==> src/rtl/mstat_pkg.sv <==
package mstat_pkg;
    localparam int unsigned LINES = 4;

    typedef enum logic {
        MSI_CLEAR   = 1'b0,
        MSI_PENDING = 1'b1
    } msi_state_e;
endpackage

==> src/rtl/mstat_sync.sv <==
module mstat_sync #(
    parameter int unsigned WIDTH  = 4,
    parameter int unsigned STAGES = 2
) (
    input  logic             clk,
    input  logic             rst_n,
    input  logic [WIDTH-1:0] async_in,
    output logic [WIDTH-1:0] sync_out
);
    logic [WIDTH-1:0] chain [STAGES];

    // Pins idle high, so every stage resets to 1.
    always_ff @(posedge clk or negedge rst_n) begin
        if (!rst_n) begin
            for (int s = 0; s < STAGES; s++) chain[s] <= '1;
        end else begin
            chain[0] <= async_in;
            for (int s = 1; s < STAGES; s++) chain[s] <= chain[s-1];
        end
    end

    assign sync_out = chain[STAGES-1];
endmodule

==> src/rtl/mstat_edge.sv <==
module mstat_edge #(
    parameter int unsigned      WIDTH     = 4,
    parameter logic [WIDTH-1:0] RISE_ONLY = 4'b0100
) (
    input  logic             clk,
    input  logic             rst_n,
    input  logic [WIDTH-1:0] level_n,
    output logic [WIDTH-1:0] edge_ev
);
    logic [WIDTH-1:0] prev_n;

    always_ff @(posedge clk or negedge rst_n) begin
        if (!rst_n) prev_n <= '1;
        else        prev_n <= level_n;
    end

    for (genvar i = 0; i < WIDTH; i++) begin : g_line
        if (RISE_ONLY[i]) begin : g_rise
            // Pin returning high (end of assertion).
            assign edge_ev[i] = level_n[i] & ~prev_n[i];
        end else begin : g_any
            assign edge_ev[i] = level_n[i] ^ prev_n[i];
        end
    end
endmodule

==> src/rtl/mstat_delta_fsm.sv <==
module mstat_delta_fsm
    import mstat_pkg::*;
#(
    parameter int unsigned WIDTH = 4
) (
    input  logic             clk,
    input  logic             rst_n,
    input  logic [WIDTH-1:0] edge_ev,
    input  logic             rd_stb,
    input  logic             msi_en,
    output logic [WIDTH-1:0] delta,
    output logic             irq
);
    msi_state_e       state_q, state_d;
    logic [WIDTH-1:0] delta_d;

    // Flags: read clears, a same-cycle edge wins.
    always_comb begin
        delta_d = (rd_stb ? '0 : delta) | edge_ev;
    end

    always_comb begin
        state_d = state_q;
        unique case (state_q)
            MSI_CLEAR:   if (|edge_ev)              state_d = MSI_PENDING; // capture
            MSI_PENDING: if (rd_stb && !(|edge_ev)) state_d = MSI_CLEAR;   // acknowledge
            default:                                state_d = MSI_CLEAR;
        endcase
    end

    // State register process.
    always_ff @(posedge clk or negedge rst_n) begin
        if (!rst_n) begin
            state_q <= MSI_CLEAR;
            delta   <= '0;
        end else begin
            state_q <= state_d;
            delta   <= delta_d;
        end
    end

    // Output process.
    always_comb begin
        irq = 1'b0;
        unique case (state_q)
            MSI_CLEAR:   irq = 1'b0;
            MSI_PENDING: irq = msi_en;
            default:     irq = 1'b0;
        endcase
    end

    AST_STATE_MATCHES_FLAGS: assert property (@(posedge clk) disable iff (!rst_n)
        (state_q == MSI_PENDING) == (|delta));
    AST_IRQ_NEEDS_EN: assert property (@(posedge clk) disable iff (!rst_n)
        irq |-> msi_en);
    AST_FLAGS_STICKY: assert property (@(posedge clk) disable iff (!rst_n)
        !rd_stb |=> ((delta & $past(delta)) == $past(delta)));
    AST_READ_CLEARS: assert property (@(posedge clk) disable iff (!rst_n)
        (rd_stb && !(|edge_ev)) |=> (delta == '0));
endmodule

==> src/rtl/modem_status_monitor.sv <==
module modem_status_monitor
    import mstat_pkg::*;
#(
    parameter int unsigned      SYNC_STAGES = 2,
    parameter logic [LINES-1:0] RISE_ONLY   = 4'b0100
) (
    input  logic       clk,
    input  logic       rst_n,
    input  logic       cts_n,
    input  logic       dsr_n,
    input  logic       ri_n,
    input  logic       cd_n,
    input  logic       rd_stb,
    input  logic       msi_en,
    output logic [7:0] status,
    output logic       irq
);
    localparam int unsigned REG_W = 2 * LINES;

    logic [LINES-1:0] pins_n, sync_n, edge_ev, delta;
    logic [REG_W-1:0] status_w;

    assign pins_n = {cd_n, ri_n, dsr_n, cts_n};

    mstat_sync #(.WIDTH(LINES), .STAGES(SYNC_STAGES)) u_sync (
        .clk(clk), .rst_n(rst_n), .async_in(pins_n), .sync_out(sync_n)
    );

    mstat_edge #(.WIDTH(LINES), .RISE_ONLY(RISE_ONLY)) u_edge (
        .clk(clk), .rst_n(rst_n), .level_n(sync_n), .edge_ev(edge_ev)
    );

    mstat_delta_fsm #(.WIDTH(LINES)) u_fsm (
        .clk(clk), .rst_n(rst_n), .edge_ev(edge_ev), .rd_stb(rd_stb),
        .msi_en(msi_en), .delta(delta), .irq(irq)
    );

    assign status_w = {~sync_n, delta};
    assign status   = status_w;

    AST_RI_RISE_ONLY: assert property (@(posedge clk) disable iff (!rst_n)
        $rose(status[2]) |-> !$past(status[6]));
    AST_NO_SPURIOUS_IRQ: assert property (@(posedge clk) disable iff (!rst_n)
        irq |-> (status[3:0] != 4'b0000));
endmodule

==> config.mk <==
export PLATFORM = sky130hd
export DESIGN_NAME = modem_status_monitor
export DESIGN_NICKNAME = d
export VERILOG_FILES = /design/src/rtl/mstat_pkg.sv /design/src/rtl/mstat_sync.sv /design/src/rtl/mstat_edge.sv /design/src/rtl/mstat_delta_fsm.sv /design/src/rtl/modem_status_monitor.sv
export SDC_FILE = /design/constraint.sdc
export NUM_CORES = 1
export LEC_CHECK = 0
export BUFFER_PORTS_ARGS = -buffer_cell sky130_fd_sc_hd__buf_2
export CORE_MARGIN = 8
export CORE_UTILIZATION = 35
export CTS_BUF_LIST = sky130_fd_sc_hd__clkbuf_2
export CTS_CLUSTER_DIAMETER = 30
export DETAILED_ROUTE_END_ITERATION = 6
export SLEW_MARGIN = 20
export SYNTH_ARGS = -nofsm -noshare
export SYNTH_HDL_FRONTEND = slang
export SYNTH_SLANG_ARGS = --single-unit
export TNS_END_PERCENT = 100
==> constraint.sdc <==
create_clock -name clk -period 1.9 [get_ports clk]
set_clock_uncertainty 0.15 [all_clocks]
set_input_delay 0.095 -clock clk [delete_from_list [all_inputs] [get_ports clk]]
set_output_delay 0.095 -clock clk [all_outputs]
set_load 0.02 [all_outputs]
==> results.md <==
- CP max stage cell: dfstp_2
- Crit Path Category: reg2out
- Leak: 0.359 nW
- Routing usage on met1: 0.0587
- WP data required: 1.65 ns
- Multi-input logic area: 76.3 um2
- RePlAce Congestion: 0.667
- RR Startpoint: u_sync.sync_out[0]$_DFF_PN1_
- Hold Fails Final Rpt: 0
- Worst R2R Setup Slack: 0.66 ns
- Storage cell area: 440 um2
- Power Density: 867 nW/um2
- XOR/XNOR Fraction of Synth Area: 0.0477
- Worst VDD drop: 0.525 mV
- Commonest non-fill, non-tap cell in the layout: buf_2
- Iter 0 DRT Violations: 2
- Router iterations before antenna repair: 3
- Period utilisation layout: 0.680
- Unrepaired setup endpoints after global routing: no
- Crit Path Max Fanout: 3
- Initial antenna violation count: 0
- WL final: 860 um
- Total gr overflow: 0
- Vias/cell: 4.10
- Root Driver: clkbuf_2
- Layout cells sized above 1: 0.524
- # setup viols final: 0
- Routed Antenna Nets: 0
- Synthesis Warnings: 0
- Seq cells post-synth: 17
- Synth Cell Area: roughly 550 um2
- Startpoint types: flip-flop
- Min Tclk post-route: approximately 1.3 ns
- # diodes: 0
- CTS Buf Count: 3
- Slew @ Worst Pin: between 0.3 and 0.4 ns
- Die Width: 55.7 um
- Port Buffer Count: 16
- DR WL/cell: 10.9 um
- Fillers: 137
- Syn Nets: 45
- Post-synthesis simple-gate area fraction: 0.0386
- Nets: 72
- Tightest Hold Check Type: in2async
- Maximum Capacitance Violations: 0
- Vias: 324
- Chip Height: 55.7 um
- # H-tree levels: 1
- Max-slew violations: 0
- Worst skew pair latency: 0.28 ns
- Row cnt: 14
- Headroom to the max-slew limit: 0.762
- Element type at the critical path end: primary output
- Utilization after layout: 0.491
- Most frequent cells in the layout: 16 x buf_2, 12 x dfstp_2, 9 x inv_1
- Final TNS setup: 0 ns
- Multiplexer area fraction after synthesis: 0
- Largest stage delay, worst path: 0.58 ns
- Outcome: completed
- Crit path cell chain: inv_1, buf_2
- R2R Path End: u_fsm.state_q$_DFF_PN0_
- Clock-pin slew on the worst setup and hold paths: 0.15 ns
- Post-synthesis sequential area ratio: 0.800
- GRT Max-Usage Layer: met2
- Combinational family with the most area after synthesis: buffers and inverters
- First-pass GRT wire length: 1.44 mm
- DIE AREA: 3100 um2
- Clock Sinks: 17
- Core area: 1490 um2
- Arrival time worst endpoint: 1.05 ns
- Post_cts resized: 0
- Clk buf depth: 2
- Ports: 17
- CTS tree: built
- Post-Syn Instances: 37
- Compound-Gate Fraction of Synth Area: 0.0523
- Area grow syn2layout: 32.7%
- Pin count of the biggest net entering global routing: 18
- Mean Syn Cell Area: approximately 15 um2
- M3 GR Usage: 0.0525
- Crit path from: u_sync.sync_out[3]$_DFF_PN1_
- Cell variety after synth: 9
- Starting Density: 0.370
- GRT Overall Usage: 0.0567
- F_max: 774 MHz
- Post-Synth Adder-Cell Area: 0
- Met2 usage: 0.0881
- R2R cell count: 3
- Vias in the first global route: 359
- DRC: 0
- End of the critical path: status[7]
layer usage:
layer	wire length, um	up-vias
met4	0	0
met1	388	148
met5	0	-
met3	93	0
met2	378	15
li1	-	161
sequential cells by signal (all words and copies together) (netlist names):
register / cells
u_sync.chain: 4
u_edge.prev_n: 4
u_fsm.state_q: 1
u_sync.sync_out: 4
u_fsm.delta: 4
critical path, delay by kind of cell, from the launching register on:
kind / cells / cell delay, ns
flip-flops: 1 / 0.58
buffers and inverters: 2 / 0.19
through the flow:
step	power [W]	cells	instance area, um2	hold slack (ns)	setup slack [ns]
after global placement	0.000481	69	651	-0.128	0.702
after global routing	0.000673	79	731	0.113	0.524
after floorplan	0.000448	37	551	-0.351	0.742
after CTS	0.000649	79	731	0.0811	0.568
after detailed placement	0.000483	69	651	-0.121	0.690
final	0.000633	79	731	0.0895	0.607
report_power, final:
| group | leakage (nW) | internal, W | total, W | switching, W |
|---|---|---|---|---|
| Combinational | 0.163 | 0.0000335 | 0.0000785 | 0.0000450 |
| Sequential | 0.180 | 0.000395 | 0.000405 | 0.0000101 |
| Clock | 0.0164 | 0.0000476 | 0.000150 | 0.000102 |
area by class of cell:
type,count,share of cell area
Clock buffer,3,0.0205
Clock inverter,1,0.00685
Inverter,9,0.0462
Multi-Input combinational cell,11,0.104
Sequential cell,17,0.603
Tap cell,16,0.0274
Timing Repair Buffer,22,0.192
kinds of logic after synthesis:
kind of cell / Yosys count
compound gates: 5
xor+xnor: 3
buf+inv: 9
flops: 17
simple gates: 3
worst min-delay path by stage:
stage | slack, ns | cells after the start | endpoint | from
CTS | 0.08 | 2 | u_fsm.state_q$_DFF_PN0_ | rst_n
global placement | -0.13 | 1 | u_fsm.delta[0]$_DFF_PN0_ | rst_n
floorplan | -0.35 | 0 | u_fsm.delta[0]$_DFF_PN0_ | rst_n
detailed placement | -0.12 | 1 | u_fsm.state_q$_DFF_PN0_ | rst_n
global route | 0.11 | 2 | u_fsm.delta[3]$_DFF_PN0_ | rst_n
finish | 0.09 | 2 | u_fsm.delta[3]$_DFF_PN0_ | rst_n
synthesized netlist by cell type:
library cell | count | area [um2]
o21ai_2 | 1 | 8.76
nand2b_1 | 1 | 6.26
inv_1 | 9 | 33.8
dfstp_2 | 12 | 315
and2_1 | 1 | 6.26
xnor2_1 | 3 | 26.3
o21ai_0 | 4 | 20.0
and4_1 | 1 | 8.76
dfrtp_1 | 5 | 125
what timing repair did:
action,CTS,global route
setup buffers,0,0
hold buffers,6,0
setup endpoints to repair,0,0
hold endpoints to repair,26,0
(Power assumes the default switching activity.)
